`src/rtl/uart_irq_pkg.sv`:
```
package uart_irq_pkg;
  // status word bit positions
  localparam int ST_DR   = 0;
  localparam int ST_RXF  = 1;
  localparam int ST_PER  = 2;
  localparam int ST_FER  = 3;
  localparam int ST_BRK  = 4;
  localparam int ST_TXE  = 5;
  localparam int ST_TEND = 6;
  localparam int ST_ERS  = 7;
  localparam int ST_W    = 8;
  // control flag positions
  localparam int CT_TEIE = 2;
  localparam int CT_RE   = 4;
  localparam int CT_TE   = 5;
  localparam int CT_RIE  = 6;
  localparam int CT_TIE  = 7;
  // interrupt line order
  localparam int IRQ_RXERR  = 0;
  localparam int IRQ_BRKOVR = 1;
  localparam int IRQ_RXFULL = 2;
  localparam int IRQ_TXE    = 3;
  localparam int IRQ_TEND_DR = 4;
  localparam int NUM_IRQ    = 5;
  localparam logic [ST_W-1:0] STAT_RST = 8'h60;

  typedef struct packed {
    logic tie;
    logic rie;
    logic te;
    logic re;
    logic teie;
  } ctrl_flags_t;
endpackage

```
`src/rtl/uart_irqc_ctrl.sv`:
```
module uart_irqc_ctrl
  import uart_irq_pkg::*;
(
  input  logic        clk,
  input  logic        rst_n,
  input  logic        wr_en,
  input  logic [7:0]  wr_data,
  output ctrl_flags_t flags,
  output logic        txe_set_req
);
  logic unused_bits;
  assign unused_bits = ^{wr_data[3], wr_data[1:0]};

  always_ff @(posedge clk or negedge rst_n) begin
    if (!rst_n) begin
      flags <= '0;
    end else if (wr_en) begin
      flags.teie <= wr_data[CT_TEIE];
      flags.re   <= wr_data[CT_RE];
      flags.te   <= wr_data[CT_TE];
      flags.rie  <= wr_data[CT_RIE];
      flags.tie  <= wr_data[CT_TIE];
    end
  end

  // TE falling or TIE changing marks the transmit side empty
  assign txe_set_req = wr_en &&
                       ((flags.te && !wr_data[CT_TE]) ||
                        (flags.tie != wr_data[CT_TIE]));
endmodule

```
`src/rtl/uart_irqc_txtimer.sv`:
```
module uart_irqc_txtimer #(
  parameter int DELAY_CYC = 1250
) (
  input  logic clk,
  input  logic rst_n,
  input  logic start,
  output logic expire
);
  localparam int CW = (DELAY_CYC < 2) ? 1 : $clog2(DELAY_CYC + 1);
  localparam logic [CW-1:0] LOAD = CW'(DELAY_CYC);

  logic [CW-1:0] cnt_q;

  always_ff @(posedge clk or negedge rst_n) begin
    if (!rst_n) begin
      cnt_q <= '0;
    end else if (start) begin
      cnt_q <= LOAD;
    end else if (cnt_q != '0) begin
      cnt_q <= cnt_q - 1'b1;
    end
  end

  // the edge that takes the counter from 1 to 0 restores the flags
  assign expire = (cnt_q == CW'(1)) && !start;
endmodule

```
`src/rtl/uart_irqc_status.sv`:
```
module uart_irqc_status
  import uart_irq_pkg::*;
(
  input  logic            clk,
  input  logic            rst_n,
  input  logic            wr_en,
  input  logic [ST_W-1:0] wr_data,
  input  logic [ST_W-1:0] set_mask,
  input  logic [ST_W-1:0] pop_mask,
  input  logic            tx_restore,
  input  logic            txe_set,
  input  logic            tx_clr,
  output logic [ST_W-1:0] stat_q
);
  logic [ST_W-1:0] stat_d;

  always_comb begin
    stat_d = stat_q;
    if (wr_en) stat_d = stat_d & wr_data;
    stat_d = stat_d & ~pop_mask;
    stat_d = stat_d | set_mask;
    if (tx_restore) begin
      stat_d[ST_TXE]  = 1'b1;
      stat_d[ST_TEND] = 1'b1;
    end
    if (txe_set) stat_d[ST_TXE] = 1'b1;
    if (tx_clr) begin
      stat_d[ST_TXE]  = 1'b0;
      stat_d[ST_TEND] = 1'b0;
    end
  end

  always_ff @(posedge clk or negedge rst_n) begin
    if (!rst_n) stat_q <= STAT_RST;
    else        stat_q <= stat_d;
  end
endmodule

```
`src/rtl/uart_irqc_map.sv`:
```
module uart_irqc_map
  import uart_irq_pkg::*;
(
  input  logic               rie,
  input  logic               tie,
  input  logic               teie,
  input  logic               dr,
  input  logic               rxf,
  input  logic               txe,
  input  logic               tend,
  output logic [NUM_IRQ-1:0] irq
);
  genvar g;
  generate
    for (g = 0; g < NUM_IRQ; g++) begin : g_line
      if (g == IRQ_RXFULL) begin : g_rxf
        assign irq[g] = rie & rxf;
      end else if (g == IRQ_TXE) begin : g_txe
        assign irq[g] = tie & txe;
      end else if (g == IRQ_TEND_DR) begin : g_shared
        assign irq[g] = (rie & dr) | (teie & tend);
      end else begin : g_quiet
        assign irq[g] = 1'b0;
      end
    end
  endgenerate
endmodule

```
`src/rtl/uart_irq_combiner.sv`:
```
module uart_irq_combiner
  import uart_irq_pkg::*;
#(
  parameter int DELAY_CYC = 1250
) (
  input  logic               clk,
  input  logic               rst_n,
  input  logic               ctrl_wr_en,
  input  logic [7:0]         ctrl_wr_data,
  input  logic               stat_wr_en,
  input  logic [ST_W-1:0]    stat_wr_data,
  input  logic               tx_wr_en,
  input  logic               rx_ready_set,
  input  logic               rx_full_set,
  input  logic               rx_pop,
  input  logic               rx_pop_last,
  input  logic               par_err_set,
  input  logic               frm_err_set,
  input  logic               brk_set,
  output logic [ST_W-1:0]    stat_q,
  output logic [NUM_IRQ-1:0] irq
);
  ctrl_flags_t     ctl;
  logic            txe_set_req;
  logic            tx_accept;
  logic            tx_expire;
  logic [ST_W-1:0] set_mask;
  logic [ST_W-1:0] pop_mask;

  uart_irqc_ctrl u_ctrl (
    .clk(clk), .rst_n(rst_n), .wr_en(ctrl_wr_en), .wr_data(ctrl_wr_data),
    .flags(ctl), .txe_set_req(txe_set_req)
  );

  assign tx_accept = tx_wr_en && ctl.te;

  uart_irqc_txtimer #(.DELAY_CYC(DELAY_CYC)) u_timer (
    .clk(clk), .rst_n(rst_n), .start(tx_accept), .expire(tx_expire)
  );

  always_comb begin
    set_mask          = '0;
    set_mask[ST_DR]   = rx_ready_set & ctl.re;
    set_mask[ST_RXF]  = rx_full_set & ctl.re;
    set_mask[ST_PER]  = par_err_set;
    set_mask[ST_FER]  = frm_err_set;
    set_mask[ST_BRK]  = brk_set;
    set_mask[ST_ERS]  = par_err_set | frm_err_set | brk_set;
    pop_mask          = '0;
    pop_mask[ST_RXF]  = rx_pop;
    pop_mask[ST_DR]   = rx_pop & rx_pop_last;
  end

  uart_irqc_status u_status (
    .clk(clk), .rst_n(rst_n), .wr_en(stat_wr_en), .wr_data(stat_wr_data),
    .set_mask(set_mask), .pop_mask(pop_mask), .tx_restore(tx_expire),
    .txe_set(txe_set_req), .tx_clr(tx_accept), .stat_q(stat_q)
  );

  uart_irqc_map u_map (
    .rie(ctl.rie), .tie(ctl.tie), .teie(ctl.teie),
    .dr(stat_q[ST_DR]), .rxf(stat_q[ST_RXF]),
    .txe(stat_q[ST_TXE]), .tend(stat_q[ST_TEND]),
    .irq(irq)
  );
endmodule

```
`config.mk`:
```
export PLATFORM = sky130hd
export DESIGN_NAME = uart_irq_combiner
export DESIGN_NICKNAME = d
export VERILOG_FILES = /design/src/rtl/uart_irq_pkg.sv /design/src/rtl/uart_irqc_ctrl.sv /design/src/rtl/uart_irqc_txtimer.sv /design/src/rtl/uart_irqc_status.sv /design/src/rtl/uart_irqc_map.sv /design/src/rtl/uart_irq_combiner.sv
export SDC_FILE = /design/constraint.sdc
export NUM_CORES = 1
export LEC_CHECK = 0
export ABC_AREA = 0
export BUFFER_PORTS_ARGS = -buffer_cell sky130_fd_sc_hd__clkbuf_2
export CAP_MARGIN = 20
export CORE_AREA = 3 3 62 76
export CTS_CLUSTER_DIAMETER = 80
export DETAILED_ROUTE_END_ITERATION = 10
export DIE_AREA = 0 0 65 79
export PLACE_DENSITY = 0.61
export SKIP_LAST_GASP = 1
export SYNTH_ARGS = -nofsm -noshare
export SYNTH_HDL_FRONTEND = slang
export SYNTH_SLANG_ARGS = --single-unit
```
`constraint.sdc`:
```
create_clock -name clk -period 3.75 [get_ports clk]
set_input_delay 1.125 -clock clk [delete_from_list [all_inputs] [get_ports clk]]
set_output_delay 1.125 -clock clk [all_outputs]
set_load 0.01 [all_outputs]
```
After elaboration in Yosys (flattened, before gate mapping)
Index checks and enable logic that the tools add are counted.

$add $sub $neg: 1. Equality and inequality tests: 2. Multiplexer cells: 6. Bitwise logic cells: 14. Reductions and logical operators: 9.

Operators by type and width (number): $mux 11 (2); $and 8x8->8 (2); $eq 11x1->1 const B (1); $reduce_bool 11->1 (1); $sub 11x1->11 const B (1); $mux 8 (1); $not 2->8 (1); $or 8x8->8 (1); $and 1x1->1 (7); $logic_and 1x1->1 (4); $mux 2 (2); $or 1x1->1 (3); $logic_not 1->1 (2); $reduce_bool 2->1 (1); $logic_or 1x1->1 (1); $mux 1 (1); $ne 1x1->1 (1).

Bits in registers: 24. Input port bits: 28. Output and inout port bits: 13. Logic and storage cells: 39.

Depth between registers and ports, before layout
Gate-level depths: netlist of run 1.

Depth in word-level cells: 7. Gate-level depth with buffers: 6. Gate-level depth less buffers: 6.

Modules after synthesis
From an unflattened synthesis of run 1, not the netlist that was laid out.

Cell total of the unflattened synthesis: 126. Area total of the unflattened synthesis: 1302.5 um2.

Modules (own cells, without submodules): uart_irqc_txtimer (times used 1, cells each 67, area each 661.9 um2, sequential area each 275.3 um2); uart_irqc_status (times used 1, cells each 34, area each 361.6 um2, sequential area each 202.7 um2); uart_irqc_ctrl (times used 1, cells each 13, area each 203.9 um2, sequential area each 125.1 um2); uart_irqc_map (times used 1, cells each 6, area each 40.0 um2, sequential area each 0.0 um2); uart_irq_combiner (times used 1, cells each 6, area each 35.0 um2, sequential area each 0.0 um2).

Least setup slack after synthesis of run 1
No wires, ideal clock.

Kind: input-to-reg. Start point: in tx_wr_en. End point: reg u_timer.cnt_q[7]. Library setup time: 124 ps. Arrival time: 1698 ps. Data required time: 3626 ps. Path slack: 1927 ps. Cell stages on the path: 4. Buffers on the path: 1. Cells stage by stage: and2_1 -> clkbuf_1 -> a211oi_1 -> nor2_1.

Longest elaborated chain between the ends: 2. Elaborated cells between the ends (all ways): 3. Those cells by class: mux (1); reduce/logical (2).

Ends and longest elaborated chain: start: declaration (RTL line uart_irq_combiner.sv:12) `input logic tx_wr_en,`; $logic_and 1x1->1 (*) (RTL line uart_irq_combiner.sv:35) `assign tx_accept = tx_wr_en && ctl.te;`; $mux 11 / $reduce_bool 2->1 (equally long branches); end signal: assignment (RTL line uart_irqc_txtimer.sv:20) `cnt_q <= cnt_q - 1'b1;`; end: declaration (RTL line uart_irqc_txtimer.sv:12) `logic [CW-1:0] cnt_q;`.

Mark *: on every way between the ends. The rest lies on a longest branch, timed or not. A chain may end at the register's enable or synchronous reset.

Final worst setup path of run 1
Start point: reg u_status.stat_q[5]. End point: out irq[3].

Longest elaborated chain between the ends: 1.

Ends and longest elaborated chain: start: declaration (RTL line uart_irqc_status.sv:13) `output logic [ST_W-1:0] stat_q`; start signal: assignment (RTL line uart_irqc_status.sv:35) `else stat_q <= stat_d;`; $and 1x1->1 (RTL line uart_irqc_map.sv:19) `assign irq[g] = tie & txe;`; end: declaration (RTL line uart_irq_combiner.sv:21) `output logic [NUM_IRQ-1:0] irq`.

No other way between the ends.

==> results of run 1 <==
==> path summary, 6_finish.rpt <==
| path | slack [ns] | start | depth (start not counted) | end |
|---|---|---|---|---|
| max in group asynchronous | 2.52 | rst_n | 1 | u_timer.cnt_q[7] |
| hold reg to reg | 0.49 | u_timer.cnt_q[10] | 1 | u_timer.cnt_q[10] |
| min in group asynchronous | 0.85 | rst_n | 1 | u_ctrl.flags[3] |
| setup / recovery | 1.57 | u_status.stat_q[5] | 2 | irq[3] |
| setup reg to reg | 1.97 | u_timer.cnt_q[0] | 6 | u_timer.cnt_q[9] |
| hold / removal | 0.49 | u_timer.cnt_q[10] | 1 | u_timer.cnt_q[10] |
==> cells by family after synthesis <==
group           after synthesis
flops                        24
buf+inv                      12
other cells                   1
mux                           5
fa+ha+maj                     2
xor+xnor                      3
simple gates                 41
compound gates               27
==> per-stage QoR <==
step                std cells  hold slack, ns  util, %  cell area [um2]
floorplan                 116           0.451        -             1200
global placement          197           0.468     35.0             1390
detailed placement        197           0.480     35.0             1390
CTS                       201           0.499     36.8             1460
global route              201           0.541     36.8             1460
finish                    201           0.491     36.8             1460
==> layout make-up <==
class | count | share of cell area [%]
Clock inverter | 1 | 2.05
Tap cell | 54 | 4.62
Inverter | 4 | 1.03
Clock buffer | 3 | 2.82
Timing Repair Buffer | 35 | 12.0
Sequential cell | 24 | 41.2
Multi-Input combinational cell | 80 | 36.3
==> routing by layer <==
layer	routed length, um	up-vias
met3	123	2
met4	13	0
li1	-	463
met1	1050	442
met5	0	-
met2	1280	32
==> synthesized netlist by cell type (2+ instances only) <==
cell      number  area [um2]
or3_1          3        18.8
and4_1         2        17.5
dfstp_2        2        52.6
nor2_1         8        30.0
dfrtp_1       22         551
buf_4          6        45.0
a211oi_1       2        15.0
a31oi_1        3        18.8
a21oi_1        5        25.0
nor3_1         3        15.0
a21o_1         2        15.0
ha_1           2        25.0
o21ai_0        8        40.0
nand2b_1       4        25.0
inv_1          4        15.0
clkbuf_1       2        7.51
and2_1         3        18.8
o211ai_1       2        15.0
mux2_2         5        56.3
nand2_1        9        33.8
xnor2_1        2        17.5
and3_1         2        12.5
o21ai_1        2        10.0
==> flip-flops by register name, indices dropped and copies added (netlist names) <==
register and count:
u_ctrl.flags 5, u_status.stat_q 8, u_timer.cnt_q 11
==> critical path, delay by kind of cell, from the launching register on <==
family | cells | cell delay, ns
and+or+nand+nor | 1 | 0.12
DFF | 1 | 0.55
buffers and inverters | 1 | 0.12
==> power by group <==
group / internal (mW) / switching [mW] / total (mW) / leakage [nW]
clock network: 0.142 / 0.0778 / 0.220 / 0.0357
registers: 0.302 / 0.0522 / 0.354 / 0.269
logic: 0.0825 / 0.0871 / 0.170 / 0.362
==> flow_summary_export.csv, run 1 <==
group,metric,value,unit
sta,finalWorstSetupSlack,1.57,ns
sta,finalSetupTns,0,ns
sta,final.min_clock_period,2.18,ns
synth,syn-cell-area,1200,um2
cts,clkSinkCount,24,
synth,synth-seq-cells,24,
worst_setup_path,critical_path.slowest_cell,"dfstp_2",
floorplanning,coreArea,3970,um2
floorplanning,die_h,79,um
sta,fin_crit_sh,58.1,%
routing,drtIter0Drc,24,
global_routing,grt_busiest_layer,"met2",
sta,finalSetupViolCount,0,
global_routing,global_route_wire_length_before_repair,4110,um
cts,numCtsBuffers,3,
cts,root_buffer,"clkbuf_8",
global_routing,grt_overflow,0,
synth,synth_compound_gate_area_share,13.8,%
global_routing,grt_use_met1,11.4,%
synth,synth_xor_area_share,2.19,%
layout,drive_gt1_share,34.0,%
floorplanning,placementRows,25,
sta,unrepaired_setup_endpoints_after_global_routing,"false",
cts,tritoncts,"done",
floorplanning,die_x,65,um
placed_design,place_congestion,0.704,
routing,drt_pass1_iterations,4,
floorplanning,initial_utilization,30.1,%
synth,synth_top_family_by_area,"simple AND/OR/NAND/NOR gates",
flow_run,cap_viol_max_count,0,
layout,insertedDiodeCount,0,
cts,worst_skew_pair.late_latency,0.26,ns
global_routing,vias_in_the_first_global_route,983,
layout,finalNetCount,178,
routing,drt-vias-per-instance,4.67,
worst_setup_path,worst_ep_arrival_time,1.05,ns
pwr,total_leakage_power,0.667,nW
synth,synth_cells,115,
layout,most-common-layout-cells,"35 x clkbuf_2, 22 x dfrtp_1, 9 x nand2_1",
global_routing,globalRouteMet2Util,18.4,%
placed_design,hpwlAfterDp,1950,um
synth,synth-adder-area-share,2.09,%
synth,synth_seq_area_share,50.4,%
run_status,result_of_the_run,"finished, final reports clean",
pwr,irDropWorstVdd,0.133,mV
cts,postCtsSetupRepairBufs,0,
worst_setup_path,endpoint_kind,"primary output",
placed_design,dpl_worst_slack,1.68,ns
sta,slew_viol_final,0,
worst_setup_path,critPathRequiredTime,2.62,ns
routing,routed_wirelength,2470,um
placed_design,buffer_ports.inserted,35,
global_routing,antenna_found_initial,0,
synth,post_synth.cell_area_avg,10.4,um2
sta,actual_slew_at_the_worst_max_slew_pin,0.585,ns
worst_setup_path,critical_path_peak_fanout,3,
layout,combined_area_of_the_multi_input_logic_cells,531,um2
pwr,power.density_cell_area,509,nW/um2
routing,post-route-drc-count,0,
routing,num_vias,939,
worst_setup_path,worst_path_largest_cell_delay,0.55,ns
worst_setup_path,crit_type,"register to primary output",
pwr,totalPowerFinal,0.744,mW
global_routing,met3_usage,1.56,%
layout,mostFrequentLayoutCell,"clkbuf_2",
cts,cts.reportedPaths.clkPinSlew,0.08,ns
sta,timing_hold_violations_final,0,
worst_setup_path,cp-start-kind,"register",
global_routing,gr-usage-all-layers,9.91,%
synth,synth-edff-count,0,
routing,detail-route-antenna-nets,0,
cts,cts_hold_buffers,0,
worst_setup_path,ordered_cell_list_for_the_critical_path,"and2_1 > clkbuf_2",
sta,slew_headroom,61.0,%
synth,yosys-mux-area-fraction,4.70,%
synth,yosys_warnings,0,
routing,routed_wire_length_per_instance,12.3,um
floorplanning,number_of_primary_i_o_pins,41,
floorplanning,die_area,5140,um2
synth,synth_ff_type,"dfrtp_1",
cts,clock_path_buffers,2,
layout,ff_latch_area,603,um2
cts,cts-htree-levels,1,
hold_path,hp-class,"register to register",
layout,syn_to_final_growth,22.2,%
sta,worst_setup_skew_after_layout,0.00674,ns
synth,ys_async_sr_fraction,100,%
synth,synth.lib_cells_used.distinct,35,
cts,cts-resized-gates,0,
synth,yosys.area_share.simple,20.9,%
global_routing,grt_start_max_net_pins,25,
sta,timing.fmax,459,MHz
layout,final.fill_count,407,
No activity file was read; power rests on OpenSTA's default activity.
==> inputs of run 2 (changes only) <==
- clock period: 3.75 -> 2.1 ns (I/O delays scaled with it)
==> run 2 against run 1 <==
Net effect:
- non-clock buffer count unchanged
- highest routed layer unchanged
- largest power group unchanged
- total power is 79% higher
- die area stayed put
==> flow_summary_export.csv, run 2 (same netlist as run 1, synthesis figures left out) <==
group,metric,value,unit
cts,clkSinkCount,24,
layout,final_area,1460,um2
layout,insertedDiodeCount,0,
floorplanning,die_x,65,um
sta,slew_viol_final,0,
global_routing,grt_busiest_layer,"met2",
sta,finalWorstSetupSlack,0.357,ns
run_status,result_of_the_run,"finished, final reports clean",
global_routing,vias_in_the_first_global_route,992,
routing,detail-route-antenna-nets,0,
cts,worst_skew_pair.late_latency,0.27,ns
global_routing,gr-usage-all-layers,10.3,%
floorplanning,die_h,79,um
sta,timing.fmax,574,MHz
routing,drt_pass1_iterations,4,
routing,routed_wire_length_per_instance,11.9,um
sta,timing_hold_violations_final,0,
placed_design,buffer_ports.inserted,35,
layout,mostFrequentLayoutCell,"clkbuf_2",
worst_setup_path,critical_path.reg2reg.startpoint,"u_timer.cnt_q[0]",
worst_setup_path,endpoint_kind,"register",
sta,fin_crit_sh,83.0,%
global_routing,global_route_wire_length_before_repair,4230,um
layout,fin_cells,201,
hold_path,hp-class,"input pin to asynchronous set/reset pin",
pwr,total_leakage_power,0.667,nW
sta,finalSetupTns,0,ns
worst_setup_path,worst-r2r-cell-count,6,
cts,cts-resized-gates,0,
layout,syn_to_final_growth,22.2,%
global_routing,met3_usage,2.83,%
floorplanning,die_area,5140,um2
global_routing,globalRouteMet2Util,18.5,%
layout,most-common-layout-cells,"35 x clkbuf_2, 22 x dfrtp_1, 9 x nand2_1",
routing,post-route-drc-count,0,
global_routing,grt_use_met1,11.9,%
layout,final.fill_count,415,
worst_setup_path,cp-start-kind,"register",
sta,final.min_clock_period,1.74,ns
worst_setup_path,r2r_setup_slack,0.36,ns
placed_design,place_inst,197,
cts,root_buffer,"clkbuf_8",
cts,cts_hold_buffers,0,
sta,slew_headroom,60.6,%
routing,drt-vias-per-instance,4.68,
placed_design,dpl_worst_slack,0.368,ns
cts,clock_path_buffers,2,
pwr,power.density_cell_area,908,nW/um2
cts,postCtsSetupRepairBufs,0,
layout,largest_register_ffs,11,
floorplanning,coreArea,3970,um2
worst_setup_path,critical_path_peak_fanout,6,
flow_run,cap_viol_max_count,0,
sta,unrepaired_setup_endpoints_after_global_routing,"false",
routing,num_vias,941,
cts,cts-htree-levels,1,
worst_setup_path,crit_type,"register to register",
routing,routed_wirelength,2390,um
placed_design,hpwlAfterDp,1950,um
placed_design,place_congestion,0.754,
layout,registers.top_by_ff_count,"u_timer.cnt_q",
layout,registers_with_the_highest_flip_flop_counts,"u_timer.cnt_q x11, u_status.stat_q x8, u_ctrl.flags x5",
global_routing,grt_start_max_net_pins,25,
layout,drive_gt1_share,34.0,%
floorplanning,number_of_primary_i_o_pins,41,
layout,finish.utilization,36.8,%
worst_setup_path,worst_ep_arrival_time,1.90,ns
pwr,irDropWorstVdd,0.263,mV
cts,tritoncts,"done",
global_routing,grt_overflow,0,
sta,actual_slew_at_the_worst_max_slew_pin,0.591,ns
sta,worst_setup_skew_after_layout,0.00606,ns
floorplanning,placementRows,25,
sta,finalSetupViolCount,0,
cts,cts.reportedPaths.clkPinSlew,0.09,ns
global_routing,antenna_found_initial,0,
routing,drtIter0Drc,25,
worst_setup_path,worst_r2r_endpoint,"u_timer.cnt_q[9]",
placed_design,placement_cell_area,1390,um2
floorplanning,initial_utilization,30.1,%
cts,numCtsBuffers,3,
layout,finalNetCount,178,
worst_setup_path,critPathRequiredTime,2.26,ns
run 2: cell counts in the layout (fill, tap and decap cells not counted):
No cell type changed its count.
run 2: layer usage:
metal	vias up	wire length [um]
met5	-	0
met4	0	18
met3	4	172
met2	34	1230
met1	443	974
li1	460	-
run 2: worst max-delay path by stage:
stage                     start                to  slack [ns]  depth (start not counted)
6_report       u_timer.cnt_q[0]  u_timer.cnt_q[9]        0.36                          6
5_1_grt        u_timer.cnt_q[0]  u_timer.cnt_q[9]        0.18                          6
4_1_cts        u_timer.cnt_q[0]  u_timer.cnt_q[9]        0.35                          6
3_5_place_dp   u_timer.cnt_q[0]  u_timer.cnt_q[9]        0.37                          6
3_3_place_gp   u_timer.cnt_q[0]  u_timer.cnt_q[9]        0.42                          6
2_1_floorplan  u_timer.cnt_q[0]  u_timer.cnt_q[9]        0.57                          6
run 2: layout make-up:
type	instances	area, um2	share of cell area, %
inverter	4	15.0	1.03
multi-input combinational	80	531	36.3
clock inverter	1	30.0	2.05
timing repair buffer	35	175	12.0
clock buffer	3	41.3	2.82
sequential	24	603	41.2
tap	54	67.6	4.62
run 2: worst max-delay path, cell delays in order (launching register included):
cell and delay [ns]:
dfrtp_1 0.38, inv_1 0.08, ha_1 0.22, nor3b_2 0.18
a31oi_1 0.41, a31oi_1 0.16, a41o_1 0.22
run 2: power by group:
group	internal (mW)	total (mW)	switching, mW
clock	0.255	0.401	0.147
combinational	0.146	0.295	0.150
sequential	0.539	0.632	0.0929
run 2: through the flow:
| stage | power (mW) | hold WS, ns |
|---|---|---|
| after global routing | 1.42 | 0.395 |
| after detailed placement | 0.941 | 0.490 |
| final | 1.33 | 0.348 |
| after floorplan | 0.846 | 0.334 |
| after CTS | 1.35 | 0.374 |
| after global placement | 0.923 | 0.469 |
==> inputs of run 3 (changes only) <==
- ABC_AREA: 0 -> 1
- CORE_AREA: 3 3 62 76 -> 3 3 65 79
- DIE_AREA: 0 0 65 79 -> 0 0 68 82
- PLACE_DENSITY: 0.61 -> 0.6
- clock period: 2.1 -> 1.75 ns (I/O delays scaled with it)
==> run 3 against run 2 <==
Net effect:
- register-to-register slack got worse by 0.03 ns
- synthesized cell count rose by 44%
- non-clock buffer count rose by 2
- clock skew fell by 0.0035 ns
- sequential power rose by 12%
- critical path type is now register to primary output
- highest routed layer unchanged
==> flow_summary_export.csv, run 3 <==
group,metric,value,unit
routing,routed_wirelength,2490,um
synth,synth_seq_area_share,46.0,%
floorplanning,die_h,82,um
routing,num_vias,1096,
cts,cts_hold_buffers,0,
routing,detail-route-antenna-nets,0,
cts,numCtsBuffers,3,
worst_setup_path,critPathRequiredTime,1.22,ns
cts,postCtsSetupRepairBufs,0,
global_routing,vias_in_the_first_global_route,1040,
sta,timing_hold_violations_final,0,
routing,routed_wire_length_per_instance,9.64,um
synth,synth_largest_area_cell,"dfrtp_1",
layout,finish.utilization,35.2,%
synth,synth_common_cells,"34 x nand2_1, 30 x inv_1, 22 x dfrtp_1, 15 x nor2_1, 15 x o21ai_0",
layout,most-common-layout-cells,"35 x clkbuf_2, 34 x nand2_1, 30 x inv_1",
layout,mostFrequentLayoutCell,"clkbuf_2",
layout,finalNetCount,231,
synth,post_synth.cell_area_avg,7.89,um2
worst_setup_path,crit_type,"register to primary output",
routing,post-route-drc-count,0,
sta,unrepaired_setup_endpoints_after_global_routing,"false",
floorplanning,coreArea,4530,um2
synth,synth.lib_cells_used.distinct,22,
layout,syn_to_final_growth,21.8,%
worst_setup_path,worst_path_largest_cell_delay,0.55,ns
sta,slew_viol_final,0,
cts,cts-htree-levels,1,
placed_design,place_congestion,0.793,
pwr,totalPowerFinal,1.60,mW
sta,fin_crit_sh,91.7,%
sta,finalSetupViolCount,0,
worst_setup_path,worst_ep_arrival_time,1.08,ns
global_routing,grt_overflow,0,
cts,root_buffer,"clkbuf_8",
sta,slew_headroom,60.5,%
sta,actual_slew_at_the_worst_max_slew_pin,0.593,ns
cts,worst_skew_pair.late_latency,0.26,ns
synth,syn-cell-area,1310,um2
global_routing,antenna_found_initial,0,
run_status,result_of_the_run,"finished, final reports clean",
pwr,total_leakage_power,0.893,nW
routing,drt-vias-per-instance,4.25,
synth,synth-edff-count,0,
sta,fin_hold_ws,0.246,ns
sta,timing.fmax,623,MHz
global_routing,global_route_wire_length_before_repair,4370,um
worst_setup_path,endpoint_kind,"primary output",
layout,largest_register_ffs,11,
cts,cts.reportedPaths.clkPinSlew,0.08,ns
floorplanning,die_area,5580,um2
synth,synth_ff_type,"dfrtp_1",
worst_setup_path,ordered_cell_list_for_the_critical_path,"nand2_1 > o21ai_0 > clkbuf_2",
floorplanning,number_of_primary_i_o_pins,41,
worst_setup_path,critical_path_peak_fanout,3,
placed_design,hpwlAfterDp,2000,um
layout,drive_gt1_share,26.5,%
layout,registers.top_by_ff_count,"u_timer.cnt_q",
layout,registers_with_the_highest_flip_flop_counts,"u_timer.cnt_q x11, u_status.stat_q x8, u_ctrl.flags x5",
routing,drtIter0Drc,65,
synth,ys_async_sr_fraction,100,%
cts,tritoncts,"done",
flow_run,cap_viol_max_count,0,
sta,finalSetupTns,0,ns
worst_setup_path,cp-start-kind,"register",
synth,yosys.area.top_type_share,42.0,%
worst_setup_path,critical_path.slowest_cell,"dfstp_2",
cts,clock_path_buffers,2,
synth,synth_cells,166,
cts,cts-resized-gates,0,
pwr,irDropWorstVdd,0.291,mV
global_routing,gr-usage-all-layers,10.0,%
floorplanning,initial_utilization,28.9,%
sta,worst_setup_skew_after_layout,0.00253,ns
cts,clkSinkCount,24,
synth,yosys.cell_count.top_type,"nand2_1",
floorplanning,placementRows,27,
layout,insertedDiodeCount,0,
synth,yosys_warnings,0,
pwr,power.density_cell_area,1000,nW/um2
synth,post_synth_main_area_contributors,"dfrtp_1 42%, nand2_1 9.7%, inv_1 8.6%",
synth,synth-seq-cells,24,
floorplanning,die_x,68,um
placed_design,buffer_ports.inserted,35,
routing,drt_pass1_iterations,4,
sta,final.min_clock_period,1.61,ns
hold_path,hp-class,"input pin to asynchronous set/reset pin",
global_routing,grt_start_max_net_pins,25,
-- run 3: cell types whose count changed after synthesis, sizes merged, moves of 3 or more --
cell    delta
a31oi      -3
nand3     +14
o21ai      +7
or3        -4
mux2       -3
nand2     +28
nor2      +11
inv       +26
nand2b     -4
nand4      +4
-- run 3: area by class of cell --
cell class / instances / area [um2]
Clock inverter: 1 / 30.0
Sequential cell: 24 / 603
Multi-Input combinational cell: 105 / 546
Clock buffer: 3 / 41.3
Inverter: 30 / 113
Fill cell: 489 / 2930
Timing Repair Buffer: 37 / 190
Tap cell: 58 / 72.6
-- run 3: per-layer routing --
metal	track usage [%]	share of wire (%)
met4	2.98	1.2
met2	17.4	52
met3	0.821	1.8
met1	13.1	45
met5	0	0
-- run 3: power breakdown --
part | switching [mW] | internal [mW] | leakage (nW) | total (mW)
registers | 0.0711 | 0.636 | 0.269 | 0.707
clock network | 0.177 | 0.306 | 0.0357 | 0.482
logic | 0.245 | 0.164 | 0.588 | 0.409
total | 0.493 | 1.11 | 0.893 | 1.60
-- run 3: logic make-up after synthesis --
kind of cell	after synthesis	synth area share (%)
AOI/OAI and AO/OA	21	8.02
adders and majority gates	2	1.91
buffers and inverters	38	12.6
DFF	24	46.0
muxes	2	1.72
other	1	0.286
and+or+nand+nor	78	29.4
-- run 3: final timing paths --
check | from | end | slack [ns] | cells past startpoint
setup / recovery | u_status.stat_q[6] | irq[4] | 0.14 | 3
hold / removal | rst_n | u_ctrl.flags[3] | 0.25 | 1
setup reg to reg | u_timer.cnt_q[0] | u_timer.cnt_q[1] | 0.33 | 7
hold reg to reg | u_status.stat_q[2] | u_status.stat_q[2] | 0.51 | 2
max in group asynchronous | rst_n | u_ctrl.flags[2] | 1.12 | 1
min in group clk | par_err_set | u_status.stat_q[2] | 0.45 | 3
-- run 3: worst max-delay path, delay by kind of cell, from the launching register on --
kind	cells	cell delay (ns)
simple gates	1	0.05
buf+inv	1	0.16
flops	1	0.55
compound gates	1	0.06
-- run 3: per-stage QoR --
| stage | setup slack (ns) | area [um2] | cells |
|---|---|---|---|
| floorplan | 0.405 | 1310 | 167 |
| global placement | 0.316 | 1520 | 254 |
| detailed placement | 0.347 | 1520 | 254 |
| CTS | 0.126 | 1600 | 258 |
| global route | 0.0381 | 1600 | 258 |
| finish | 0.145 | 1600 | 258 |
